$ cat config.mk
export PLATFORM = sky130hd
export DESIGN_NAME = qdac_serial_dec
export DESIGN_NICKNAME = d
export VERILOG_FILES = /design/src/rtl/qdac_pkg.sv /design/src/rtl/qdac_sync.sv /design/src/rtl/qdac_rx.sv /design/src/rtl/qdac_bank.sv /design/src/rtl/qdac_serial_dec.sv
export SDC_FILE = /design/constraint.sdc
export NUM_CORES = 1
export LEC_CHECK = 0
export BUFFER_PORTS_ARGS = -buffer_cell sky130_fd_sc_hd__buf_2
export CAP_MARGIN = 20
export CORE_UTILIZATION = 30
export CTS_CLUSTER_DIAMETER = 30
export DETAILED_ROUTE_END_ITERATION = 6
export PLACE_DENSITY = 0.52
export REMOVE_ABC_BUFFERS = 1
export SLEW_MARGIN = 20
export SYNTH_ARGS = -nofsm -noshare
export SYNTH_HDL_FRONTEND = slang
export SYNTH_SLANG_ARGS = --single-unit
export TNS_END_PERCENT = 5
$ cat constraint.sdc
create_clock -name clk_i -period 1.6 [get_ports clk_i]
set_clock_uncertainty 0.1 [all_clocks]
set_input_delay 0.24 -clock clk_i [delete_from_list [all_inputs] [get_ports clk_i]]
set_output_delay 0.24 -clock clk_i [all_outputs]
set_load 0.05 [all_outputs]
$ cat src/rtl/qdac_pkg.sv
package qdac_pkg;
  localparam int unsigned DATA_W = 12;
  localparam int unsigned SEL_W  = 2;
  localparam int unsigned MODE_W = 2;
  localparam int unsigned NUM_CH = 1 << SEL_W;
  localparam int unsigned WORD_W = MODE_W + SEL_W + DATA_W;

  typedef enum logic [MODE_W-1:0] {
    LD_IN   = 2'b00,
    LD_BOTH = 2'b01,
    LD_COPY = 2'b10,
    LD_ALL  = 2'b11
  } ld_mode_e;

  typedef struct packed {
    ld_mode_e             mode;
    logic [SEL_W-1:0]     chan;
    logic [DATA_W-1:0]    data;
  } cmd_t;
endpackage

$ cat src/rtl/qdac_sync.sv
module qdac_sync #(
  parameter int unsigned WIDTH   = 1,
  parameter int unsigned STAGES  = 2,
  parameter logic [WIDTH-1:0] RST_VAL = '0
) (
  input  logic             clk_i,
  input  logic             rst_ni,
  input  logic [WIDTH-1:0] d_i,
  output logic [WIDTH-1:0] q_o
);
  logic [STAGES-1:0][WIDTH-1:0] stage_q;

  for (genvar s = 0; s < STAGES; s++) begin : g_stage
    if (s == 0) begin : g_first
      always_ff @(posedge clk_i or negedge rst_ni) begin
        if (!rst_ni) stage_q[s] <= RST_VAL;
        else         stage_q[s] <= d_i;
      end
    end else begin : g_next
      always_ff @(posedge clk_i or negedge rst_ni) begin
        if (!rst_ni) stage_q[s] <= RST_VAL;
        else         stage_q[s] <= stage_q[s-1];
      end
    end
  end

  assign q_o = stage_q[STAGES-1];
endmodule

$ cat src/rtl/qdac_rx.sv
module qdac_rx
  import qdac_pkg::*;
#(
  parameter int unsigned SYNC_STAGES = 2
) (
  input  logic  clk_i,
  input  logic  rst_ni,
  input  logic  sclk_i,
  input  logic  sdi_i,
  input  logic  sync_ni,
  output logic  vld_o,
  output cmd_t  cmd_o
);
  localparam int unsigned CNT_W = $clog2(WORD_W + 1);
  localparam logic [CNT_W-1:0] LAST_BIT = CNT_W'(WORD_W - 1);

  // bit order: {sync, sclk, sdi}; idle lines reset high
  logic [2:0] raw, syn;
  assign raw = {sync_ni, sclk_i, sdi_i};

  qdac_sync #(
    .WIDTH  (3),
    .STAGES (SYNC_STAGES),
    .RST_VAL(3'b110)
  ) u_sync (
    .clk_i (clk_i),
    .rst_ni(rst_ni),
    .d_i   (raw),
    .q_o   (syn)
  );

  logic sync_s, sclk_s, sdi_s;
  assign {sync_s, sclk_s, sdi_s} = syn;

  logic sync_d, sclk_d;
  logic sync_fall, sclk_fall;
  logic active_q, vld_q;
  logic [CNT_W-1:0]  cnt_q;
  logic [WORD_W-1:0] shift_q;

  always_ff @(posedge clk_i or negedge rst_ni) begin
    if (!rst_ni) begin
      sync_d <= 1'b1;
      sclk_d <= 1'b1;
    end else begin
      sync_d <= sync_s;
      sclk_d <= sclk_s;
    end
  end

  assign sync_fall = sync_d & ~sync_s;
  assign sclk_fall = sclk_d & ~sclk_s;

  always_ff @(posedge clk_i or negedge rst_ni) begin
    if (!rst_ni) begin
      active_q <= 1'b0;
      vld_q    <= 1'b0;
      cnt_q    <= '0;
      shift_q  <= '0;
    end else begin
      vld_q <= 1'b0;
      if (sync_fall) begin
        active_q <= 1'b1;
        cnt_q    <= '0;
      end else if (sync_s) begin
        // frame closed: a partial word is dropped
        active_q <= 1'b0;
      end else if (active_q && sclk_fall) begin
        shift_q <= {shift_q[WORD_W-2:0], sdi_s};
        if (cnt_q == LAST_BIT) begin
          vld_q    <= 1'b1;
          active_q <= 1'b0;
        end
        cnt_q <= cnt_q + 1'b1;
      end
    end
  end

  assign vld_o = vld_q;
  assign cmd_o = cmd_t'(shift_q);
endmodule

$ cat src/rtl/qdac_bank.sv
module qdac_bank
  import qdac_pkg::*;
(
  input  logic                     clk_i,
  input  logic                     rst_ni,
  input  logic                     vld_i,
  input  cmd_t                     cmd_i,
  output logic [NUM_CH*DATA_W-1:0] dac_o,
  output logic [NUM_CH-1:0]        upd_o
);
  for (genvar k = 0; k < NUM_CH; k++) begin : g_ch
    logic [DATA_W-1:0] in_q, dac_q;
    logic              upd_q, hit;

    assign hit = (cmd_i.chan == SEL_W'(k));

    always_ff @(posedge clk_i or negedge rst_ni) begin
      if (!rst_ni) begin
        in_q  <= '0;
        dac_q <= '0;
        upd_q <= 1'b0;
      end else begin
        upd_q <= 1'b0;
        if (vld_i) begin
          unique case (cmd_i.mode)
            LD_IN: begin
              if (hit) in_q <= cmd_i.data;
            end
            LD_BOTH: begin
              if (hit) begin
                in_q  <= cmd_i.data;
                dac_q <= cmd_i.data;
                upd_q <= 1'b1;
              end
            end
            LD_COPY: begin
              dac_q <= in_q;
              upd_q <= 1'b1;
            end
            LD_ALL: begin
              in_q  <= cmd_i.data;
              dac_q <= cmd_i.data;
              upd_q <= 1'b1;
            end
            default: ;
          endcase
        end
      end
    end

    assign dac_o[k*DATA_W +: DATA_W] = dac_q;
    assign upd_o[k]                  = upd_q;
  end
endmodule

$ cat src/rtl/qdac_serial_dec.sv
module qdac_serial_dec
  import qdac_pkg::*;
#(
  parameter int unsigned SYNC_STAGES = 2
) (
  input  logic                     clk_i,
  input  logic                     rst_ni,
  input  logic                     sclk_i,
  input  logic                     sdi_i,
  input  logic                     sync_ni,
  output logic [NUM_CH*DATA_W-1:0] dac_o,
  output logic [NUM_CH-1:0]        upd_o
);
  logic word_vld;
  cmd_t word_cmd;

  qdac_rx #(
    .SYNC_STAGES(SYNC_STAGES)
  ) u_rx (
    .clk_i  (clk_i),
    .rst_ni (rst_ni),
    .sclk_i (sclk_i),
    .sdi_i  (sdi_i),
    .sync_ni(sync_ni),
    .vld_o  (word_vld),
    .cmd_o  (word_cmd)
  );

  qdac_bank u_bank (
    .clk_i (clk_i),
    .rst_ni(rst_ni),
    .vld_i (word_vld),
    .cmd_i (word_cmd),
    .dac_o (dac_o),
    .upd_o (upd_o)
  );
endmodule

[After elaboration in Yosys (flattened, before gate mapping)]
Index checks and enable logic that the tools add are counted.
Storage, ports and cells
  flip-flop bits (word level): 131
  latch bits: 0
  RAM bits: 0
  bits in read-only memories: 0
  input bits: 5
  output and inout bits: 52
  memories kept: 0
Cells by class
  add/sub/neg operators: 1
  multipliers: 0
  divide/modulo/power cells: 0
  $lt $le $gt $ge: 0
  equality and inequality tests: 16
  shift-type cells: 0
  multiplexer cells: 35
  bitwise logic cells: 5
  reduce and logical (&&, ||, !) cells: 21
Operators with widths (number)
  case mux 12 bit (3 select lines): 4
  case mux 12 bit (2 select lines): 4
  two-way mux 12 bit: 4
  AND reduction 3 bit: 9
  != test 2 x 1 -> 1 bit, second input constant: 9
  two-way mux 1 bit: 16
  two-way mux 5 bit: 3
  nonzero test 3 bit: 3
  equality test 2 bit, second input constant: 4
  case mux 1 bit (2 select lines): 4
  adder 5 x 1 -> 5 bit, second input constant: 1
  equality test 5 x 4 -> 1 bit, second input constant: 1
  equality test 2 x 1 -> 1 bit, second input constant: 2
  logical NOT 2 bit: 2
  AND reduction 2 bit: 2
  nonzero test 2 bit: 2
  OR reduction 2 bit: 2
  NOT 1 bit: 3
  AND 1 bit: 2
  logical AND 1 bit: 1

[Longest topological paths before layout]
Gate-level depths: netlist of run 1.
  depth after elaboration: 6
  gate-level depth with buffers: 6
  mapped depth without buffers: 6

[Cells and area by module]
A second synthesis of run 1 with hierarchy kept.
Unflattened totals
  cells, all modules: 360
  area, all modules: 5715.5 um^2
Modules (own cells, without submodules)
  qdac_bank: instances 1, cells an instance 281, area an instance 4458.0 um^2, sequential area each 2502.4 um^2
  qdac_rx: instances 1, cells an instance 70, area an instance 1079.8 um^2, sequential area each 628.1 um^2
  qdac_sync: instances 1, cells an instance 9, area an instance 177.7 um^2, sequential area each 155.1 um^2

[Worst setup path after synthesis of run 1]
OpenSTA, ideal clock, no wires.
  path kind: register to register
  start point: reg u_rx.shift_q[14], in the netlist u_rx.cmd_o[14]
  end point: reg u_bank.g_ch[2].dac_q[10]
  setup time: 0.125 ns
  arrival: 1.467 ns
  required time: 1.375 ns
  slack: -0.092 ns
  stages on the path, launching flop included: 6
  buffers on the path: 2
  cells stage by stage: dfrtp_1 nor2b_1 buf_6 buf_6 mux2_4 mux2_2
Between the ends
  cells in the longest elaborated chain, start to end: 3
RTL lines
  from (decl): line qdac_rx.sv:39  | logic [WORD_W-1:0] shift_q;
  from (signal assigned): line qdac_rx.sv:69  | shift_q <= {shift_q[WORD_W-2:0], sdi_s};
  equality test 2 x 1 -> 1 bit or equality test 2 bit (tied branches): line qdac_bank.sv:25  | unique case (cmd_i.mode)
  != test 2 x 1 -> 1 bit (no line) or nonzero test 3 bit (tied branches)
  AND reduction 3 bit (no line)
  to (signal assigned): line qdac_bank.sv:32  | dac_q <= cmd_i.data;
  to (signal assigned): line qdac_bank.sv:37  | dac_q <= in_q;
  to (signal assigned): line qdac_bank.sv:42  | dac_q <= cmd_i.data;
  to (decl): line qdac_bank.sv:12  | logic [DATA_W-1:0] in_q, dac_q;
Several ways; a longest one is shown, not always the timed one.
A chain may end at the register's enable or synchronous reset.

[Final worst setup path of run 1]
  start point: reg u_rx.shift_q[14], in the netlist u_rx.cmd_o[14]
  end point: reg u_bank.g_ch[2].dac_q[6]
Same word-level chain as after synthesis.

==> run_results.csv, run 1 <==
group,metric,value,unit
pwr,netSwitchingFraction,0.196,
sta,hold_slack,0.193,ns
floorplan,rows,50,
synthesis,synth.area.top_cells,"dfrtp_1, mux2_2, mux2_4, dfstp_2, buf_4",
floorplan,die_width,140,um
worst_setup_path,worstPathArrival,1.90,ns
grt,grt_pass1_wl,19.5,mm
pwr,leakage,3.82,nW
worst_setup_path,slowest_stage,"dfrtp_1",
pwr,pwr-share-seq,0.439,
worst_setup_path,crit_buf_inv,3,
worst_setup_path,r2r-end,"u_bank.g_ch[2].dac_q[6]",
sta,min_period,1.71,ns
cells_and_area,fill_cells,1688,
grt,grt_start_max_net_pins,48,
floorplan,dieArea,19700,um2
sta,finalCritPeriodShare,1.07,
sta,maxSlewHeadroom,0.734,
cts,cts_tree,"built",
placement,pre_cts_ws,-0.121,ns
pwr,combPwrFrac,0.028,
worst_setup_path,critical-path-max-stage-delay,0.42,ns
cells_and_area,drive_above_1_share,0.646,
cts,insertion_delay,0.41,ns
drt,first_pass_iters,4,
synthesis,yosys.area.top_type,"dfrtp_1",
sta,worst_pin_slew,0.400,ns
worst_setup_path,cp-start-kind,"flip-flop",
grt,antenna_found_initial,0,
cells_and_area,fin_cells,700,
synthesis,synth_most_common_cell,"mux2_2",
drt,drt_iter0_drc,132,
cts,clk_pin_slew,0.06,ns
synthesis,synth_ff_type,"dfrtp_1",
synthesis,ys_top_cells_by_count,"mux2_2, dfrtp_1, mux2_4",
run,cap_violations,0,
synthesis,postSynthCellCount,371,
synthesis,async_reset_ff_frac,1.00,
drt,detail_route.wl_per_cell,16.5,um
drt,drc,0,
cts,numCtsBuffers,17,
worst_setup_path,path_cells,"nor2b_4 -> buf_6 -> buf_12 -> buf_16 -> mux2_4 -> mux2_4",
synthesis,seq_area_frac_synth,0.573,
floorplan,coreArea,18700,um2
drt,detail_route.vias_per_cell,4.58,
synthesis,synth_seq_cells,131,
synthesis,syn-mean-instance-area,15.4,um2
drt,routed_wl,11.6,mm
synthesis,syn-cell-area,5730,um2
drt,vias,3205,
cts,numClockSinks,131,
worst_setup_path,cp.required,1.79,ns
run_status,failed_checks,"negative setup slack",
synthesis,yosys.area.top_type_share,0.546,
cts,cts_buffer_depth,2,
worst_setup_path,timing.rr.start,"u_rx.cmd_o[14]",
floorplan,io_pins,57,
sta,setup_slack,-0.110,ns
pwr,p_clk_frac,0.533,
floorplan,initial_utilization,0.306,
drt,drtAntennaViolNets,0,
cells_and_area,n_antenna_cell,0,
pwr,power.internal,6.23,mW
placement,place.gp.congestion,0.677,
pwr,p_per_area,1030,nW/um2
cells_and_area,fin_nets,460,
cts,htree_levels,4,
run_status,status,"finished with violations",
grt,grt_pass1_vias,3488,
worst_setup_path,path_common_cell,"mux2_4",
placement,port_buffers,56,
grt,grt_usage,0.130,
cells_and_area,area_delta_synth_final,31.6,%
cts,ctsRootBufferMaster,"clkbuf_16",
worst_setup_path,crit_family,"multiplexers",
grt,grt.overflow.total,0,
pwr,power.switching,1.52,mW
sta,report.final.slew_viol_count,0,
sta,setup_viol,96,
synthesis,ys_warn_count,0,
synthesis,ys_types,35,
worst_setup_path,path_class,"flip-flop to flip-flop",
placement,dp_cells,654,
worst_setup_path,worstPathMaxFanout,9,
min_path,hold_path.class,"input pin to async pin",
pwr,ir_worst_vdd,0.696,mV
worst_setup_path,r2r_setup_slack,-0.11,ns
sta,rsz0062_at_grt,"true",
sta,hold_viol_final,0,
worst_setup_path,cp-end-kind,"flip-flop",
floorplan,die_y,140,um
placement,dp_hpwl,7.08,mm
sta,max_freq,585,MHz
synthesis,synth-edff-count,0,
worst_setup_path,r2r_cells,6,
state kept, by name, summed over array words and instances (netlist names):
| signal | count |
|---|---|
| u_rx.active_q | 1 |
| u_rx.sync_d | 1 |
| u_rx.sclk_d | 1 |
| u_bank.g_ch.dac_q | 48 |
| u_bank.g_ch.in_q | 48 |
| u_rx.vld_o | 1 |
| u_rx.u_sync.stage_q | 3 |
| u_rx.cmd_o | 16 |
| u_bank.g_ch.upd_q | 4 |
| u_rx.u_sync.q_o | 3 |
| u_rx.cnt_q | 5 |
metal layers:
| metal | global-route usage | part of all wire |
|---|---|---|
| met5 | 0 | 0 |
| met4 | 0.0428 | 0.011 |
| met3 | 0.0397 | 0.038 |
| met2 | 0.202 | 0.47 |
| met1 | 0.173 | 0.48 |
worst register-to-register path: cells and delay by family, from the launching register on:
family                 cells  cell delay (ns)
buffers and inverters      3             0.37
DFF                        1             0.42
muxes                      2             0.56
and+or+nand+nor            1             0.13
layout by cell type, fill, tap and decap left out, drive strengths merged, types with 2 or more instances in the layout:
cell,instances
clkbuf,23
nand3b,2
nor3b,4
inv,5
ha,2
and3b,3
a21oi,3
dfstp,6
bufinv,4
o21a,3
clkinv,3
o2bb2ai,2
nor2,2
buf,93
mux2,160
o21ai,4
dlygate4sd3,4
clkinvlp,2
nor2b,2
dfrtp,125
power by group through the flow:
| stage | clock network (mW) | logic (mW) | registers (mW) |
|---|---|---|---|
| 3_5_place_dp | 0 | 0.200 | 3.46 |
| 3_3_place_gp | 0 | 0.195 | 3.46 |
| 2_1_floorplan | 0 | 0.0842 | 3.44 |
| 6_report | 4.13 | 0.219 | 3.40 |
| 4_1_cts | 4.23 | 0.222 | 3.40 |
| 5_1_grt | 4.39 | 0.250 | 3.41 |
metrics by stage:
step           total power [mW]  setup TNS [ns]  area, um2   util
4_1_cts                    7.86           -4.89       7480  0.400
6_report                   7.75           -4.66       7540  0.403
5_1_grt                    8.05          -10.71       7540  0.403
3_3_place_gp               3.65           -3.31       6460  0.345
2_1_floorplan              3.53         -124.35       5520      -
3_5_place_dp               3.66           -5.42       6460  0.345
repair_timing:
action                     CTS  global route
gates cloned                 4             0
buffers inserted             7             0
hold endpoints to repair    25             0
hold buffers                 4             0
resized for setup           49            19
setup endpoints to repair  101           113
pin swaps                    1             0
logic make-up after synthesis:
family / after synthesis / share of synthesized area
fa+ha+maj: 2 / 0.00437
compound gates: 16 / 0.0216
xor+xnor: 1 / 0.00153
buf+inv: 39 / 0.0393
simple gates: 21 / 0.0245
mux: 161 / 0.335
flops: 131 / 0.573
cell type report:
cell class / instances / area [um2] / share of cell area
well taps: 234 / 293 / 0.0388
clock buffers: 23 / 488 / 0.0647
clock inverters: 9 / 150 / 0.0199
inverters: 5 / 18.8 / 0.00249
repair buffers: 97 / 882 / 0.117
multi-input cells: 201 / 2420 / 0.321
flip-flops and latches: 131 / 3290 / 0.436
how the worst max path moves through the flow:
stage | from | to | slack (ns) | cells after the start
after CTS | u_rx.cmd_o[14] | u_bank.g_ch[0].dac_q[3] | -0.11 | 6
after floorplan | u_rx.cmd_o[15] | u_bank.g_ch[0].dac_q[0] | -2.49 | 3
after global placement | u_rx.cmd_o[14] | u_bank.g_ch[0].dac_q[8] | -0.08 | 4
final | u_rx.cmd_o[14] | u_bank.g_ch[2].dac_q[6] | -0.11 | 6
after detailed placement | u_rx.cmd_o[15] | u_bank.g_ch[3].dac_q[8] | -0.12 | 4
after global routing | u_rx.cmd_o[14] | u_bank.g_ch[0].dac_q[11] | -0.18 | 6
Power figures use the tool's default switching activity.
==> inputs of run 2 (changes only) <==
--- a/config.mk
+++ b/config.mk
@@ -8,7 +8,6 @@
 export BUFFER_PORTS_ARGS = -buffer_cell sky130_fd_sc_hd__buf_2
 export CAP_MARGIN = 20
 export CORE_UTILIZATION = 30
-export CTS_CLUSTER_DIAMETER = 30
 export DETAILED_ROUTE_END_ITERATION = 6
 export PLACE_DENSITY = 0.52
 export REMOVE_ABC_BUFFERS = 1
==> constraint.sdc (replaced) <==
create_clock -name clk_i -period 1.6 [get_ports clk_i]
set_clock_uncertainty 0.1 [all_clocks]
set_input_delay 0.16 -clock clk_i [delete_from_list [all_inputs] [get_ports clk_i]]
set_output_delay 0.16 -clock clk_i [all_outputs]
set_load 0.05 [all_outputs]
==> run_results.csv, run 2 (synthesis results as in run 1) <==
group,metric,value,unit
worst_setup_path,worstPathMaxFanout,12,
cells_and_area,fin_cells,697,
placement,port_buffers,56,
worst_setup_path,path_class,"flip-flop to flip-flop",
cells_and_area,final_cell_area,7470,um2
drt,detail_route.vias_per_cell,4.63,
pwr,pwr-share-seq,0.478,
sta,fin_tns_setup,-5.79,ns
worst_setup_path,cp.required,1.80,ns
sta,setup_viol,97,
cells_and_area,fin_nets,459,
worst_setup_path,cp-start-kind,"flip-flop",
worst_setup_path,r2r_setup_slack,-0.11,ns
placement,dp_hpwl,7.18,mm
cells_and_area,drive_above_1_share,0.641,
drt,drtAntennaViolNets,0,
sta,setup_slack,-0.106,ns
pwr,combPwrFrac,0.032,
cts,numClockSinks,131,
floorplan,io_pins,57,
sta,max_freq,586,MHz
cts,insertion_delay,0.42,ns
drt,drc,0,
drt,drt_iter0_drc,98,
run,cap_violations,0,
pwr,power.internal,5.59,mW
grt,grt.overflow.total,0,
cts,numCtsBuffers,17,
floorplan,coreArea,18700,um2
sta,min_period,1.71,ns
sta,hold_viol_final,0,
grt,grt_start_max_net_pins,42,
cells_and_area,n_antenna_cell,0,
sta,finalCritPeriodShare,1.07,
sta,worst_pin_slew,0.404,ns
placement,dp_cells,654,
grt,grt_pass1_wl,18.9,mm
sta,maxSlewHeadroom,0.731,
pwr,ir_worst_vdd,0.678,mV
sta,hold_slack,0.0811,ns
placement,place.gp.congestion,0.700,
worst_setup_path,timing.rr.start,"u_rx.cmd_o[14]",
drt,detail_route.wl_per_cell,17.4,um
run_status,failed_checks,"negative setup slack",
grt,grt_usage,0.128,
worst_setup_path,r2r_cells,5,
cts,cts_buffer_depth,2,
floorplan,die_width,140,um
drt,routed_wl,12.1,mm
pwr,power.switching,1.53,mW
sta,report.final.slew_viol_count,0,
cells_and_area,final_common_cell,"dfrtp_1",
cts,ctsRootBufferMaster,"clkbuf_16",
pwr,leakage,3.76,nW
cells_and_area,final_cell_mix,"dfrtp_1, mux2_4, mux2_2",
sta,rsz0062_at_grt,"true",
floorplan,rows,50,
worst_setup_path,worstPathArrival,1.91,ns
worst_setup_path,r2r-end,"u_bank.g_ch[3].dac_q[1]",
floorplan,die_y,140,um
placement,dpl_cell_area,6430,um2
grt,antenna_found_initial,0,
pwr,p_clk_frac,0.490,
min_path,hold_path.class,"input pin to async pin",
worst_setup_path,cp-end-kind,"flip-flop",
pwr,netSwitchingFraction,0.215,
pwr,p_per_area,954,nW/um2
drt,vias,3224,
grt,grt_pass1_vias,3481,
drt,first_pass_iters,4,
cts,cts_tree,"built",
cells_and_area,area_delta_synth_final,30.3,%
cts,clk_pin_slew,0.05,ns
floorplan,initial_utilization,0.306,
floorplan,dieArea,19700,um2
run_status,status,"finished with violations",
cts,htree_levels,4,
==> run 2: changes by cell type in the layout (fill, tap and decap cells not counted), sizes merged <==
cell and change:
bufinv -4, clkinv -1, buf -4, clkbuf +6
==> run 2: worst max path at each step <==
stage | end | depth (start not counted) | from | slack [ns]
5_1_grt | u_bank.g_ch[3].dac_q[1] | 5 | u_rx.cmd_o[14] | -0.15
2_1_floorplan | u_bank.g_ch[0].dac_q[0] | 3 | u_rx.cmd_o[15] | -2.49
3_5_place_dp | u_bank.g_ch[0].dac_q[0] | 4 | u_rx.cmd_o[15] | -0.11
4_1_cts | u_bank.g_ch[3].dac_q[0] | 5 | u_rx.cmd_o[14] | -0.11
3_3_place_gp | u_bank.g_ch[3].dac_q[8] | 4 | u_rx.cmd_o[15] | -0.08
6_report | u_bank.g_ch[3].dac_q[1] | 5 | u_rx.cmd_o[14] | -0.11
==> run 2: layer usage <==
layer / GRT usage / up-vias / wire (um)
met1: 0.161 / 1682 / 5930
met4: 0.0602 / 0 / 203
met2: 0.201 / 49 / 5570
met3: 0.0386 / 17 / 436
met5: 0 / - / 0
li1: - / 1476 / -
==> run 2: repair_timing <==
action | 4_1_cts | 5_1_grt
resized for setup | 38 | 40
pin swaps | 2 | 3
endpoints found under the hold margin | 128 | 0
gates cloned | 2 | 4
hold buffers | 4 | 0
setup endpoints to repair | 101 | 112
buffers inserted | 3 | 0
==> run 2: layout make-up <==
| class | instances | area [um2] |
|---|---|---|
| fillers | 1707 | 11200 |
| flip-flops and latches | 131 | 3290 |
| multi-input cells | 201 | 2480 |
| repair buffers | 96 | 863 |
| clock buffers | 26 | 499 |
| well taps | 234 | 293 |
| clock inverters | 4 | 25.0 |
| inverters | 5 | 18.8 |
==> run 2: per-stage QoR <==
| step | setup WS (ns) | utilization | total power [mW] |
|---|---|---|---|
| floorplan | -2.49 | - | 3.53 |
| global placement | -0.0753 | 0.344 | 3.65 |
| detailed placement | -0.109 | 0.344 | 3.66 |
| CTS | -0.105 | 0.386 | 7.22 |
| global route | -0.146 | 0.399 | 7.40 |
| finish | -0.106 | 0.399 | 7.12 |
==> run 2: worst max-delay path, cell delays in order (launching register included) <==
cell,delay (ns)
dfrtp_1,0.42
nor2b_4,0.15
buf_12,0.17
buf_12,0.17
mux2_4,0.31
mux2_4,0.26
==> run 2: power groups by stage <==
stage / sequential (mW) / clock, mW / combinational [mW]
6_report: 3.41 / 3.49 / 0.227
5_1_grt: 3.41 / 3.74 / 0.254
4_1_cts: 3.40 / 3.59 / 0.222
3_5_place_dp: 3.46 / 0 / 0.201
3_3_place_gp: 3.46 / 0 / 0.194
2_1_floorplan: 3.44 / 0 / 0.0842
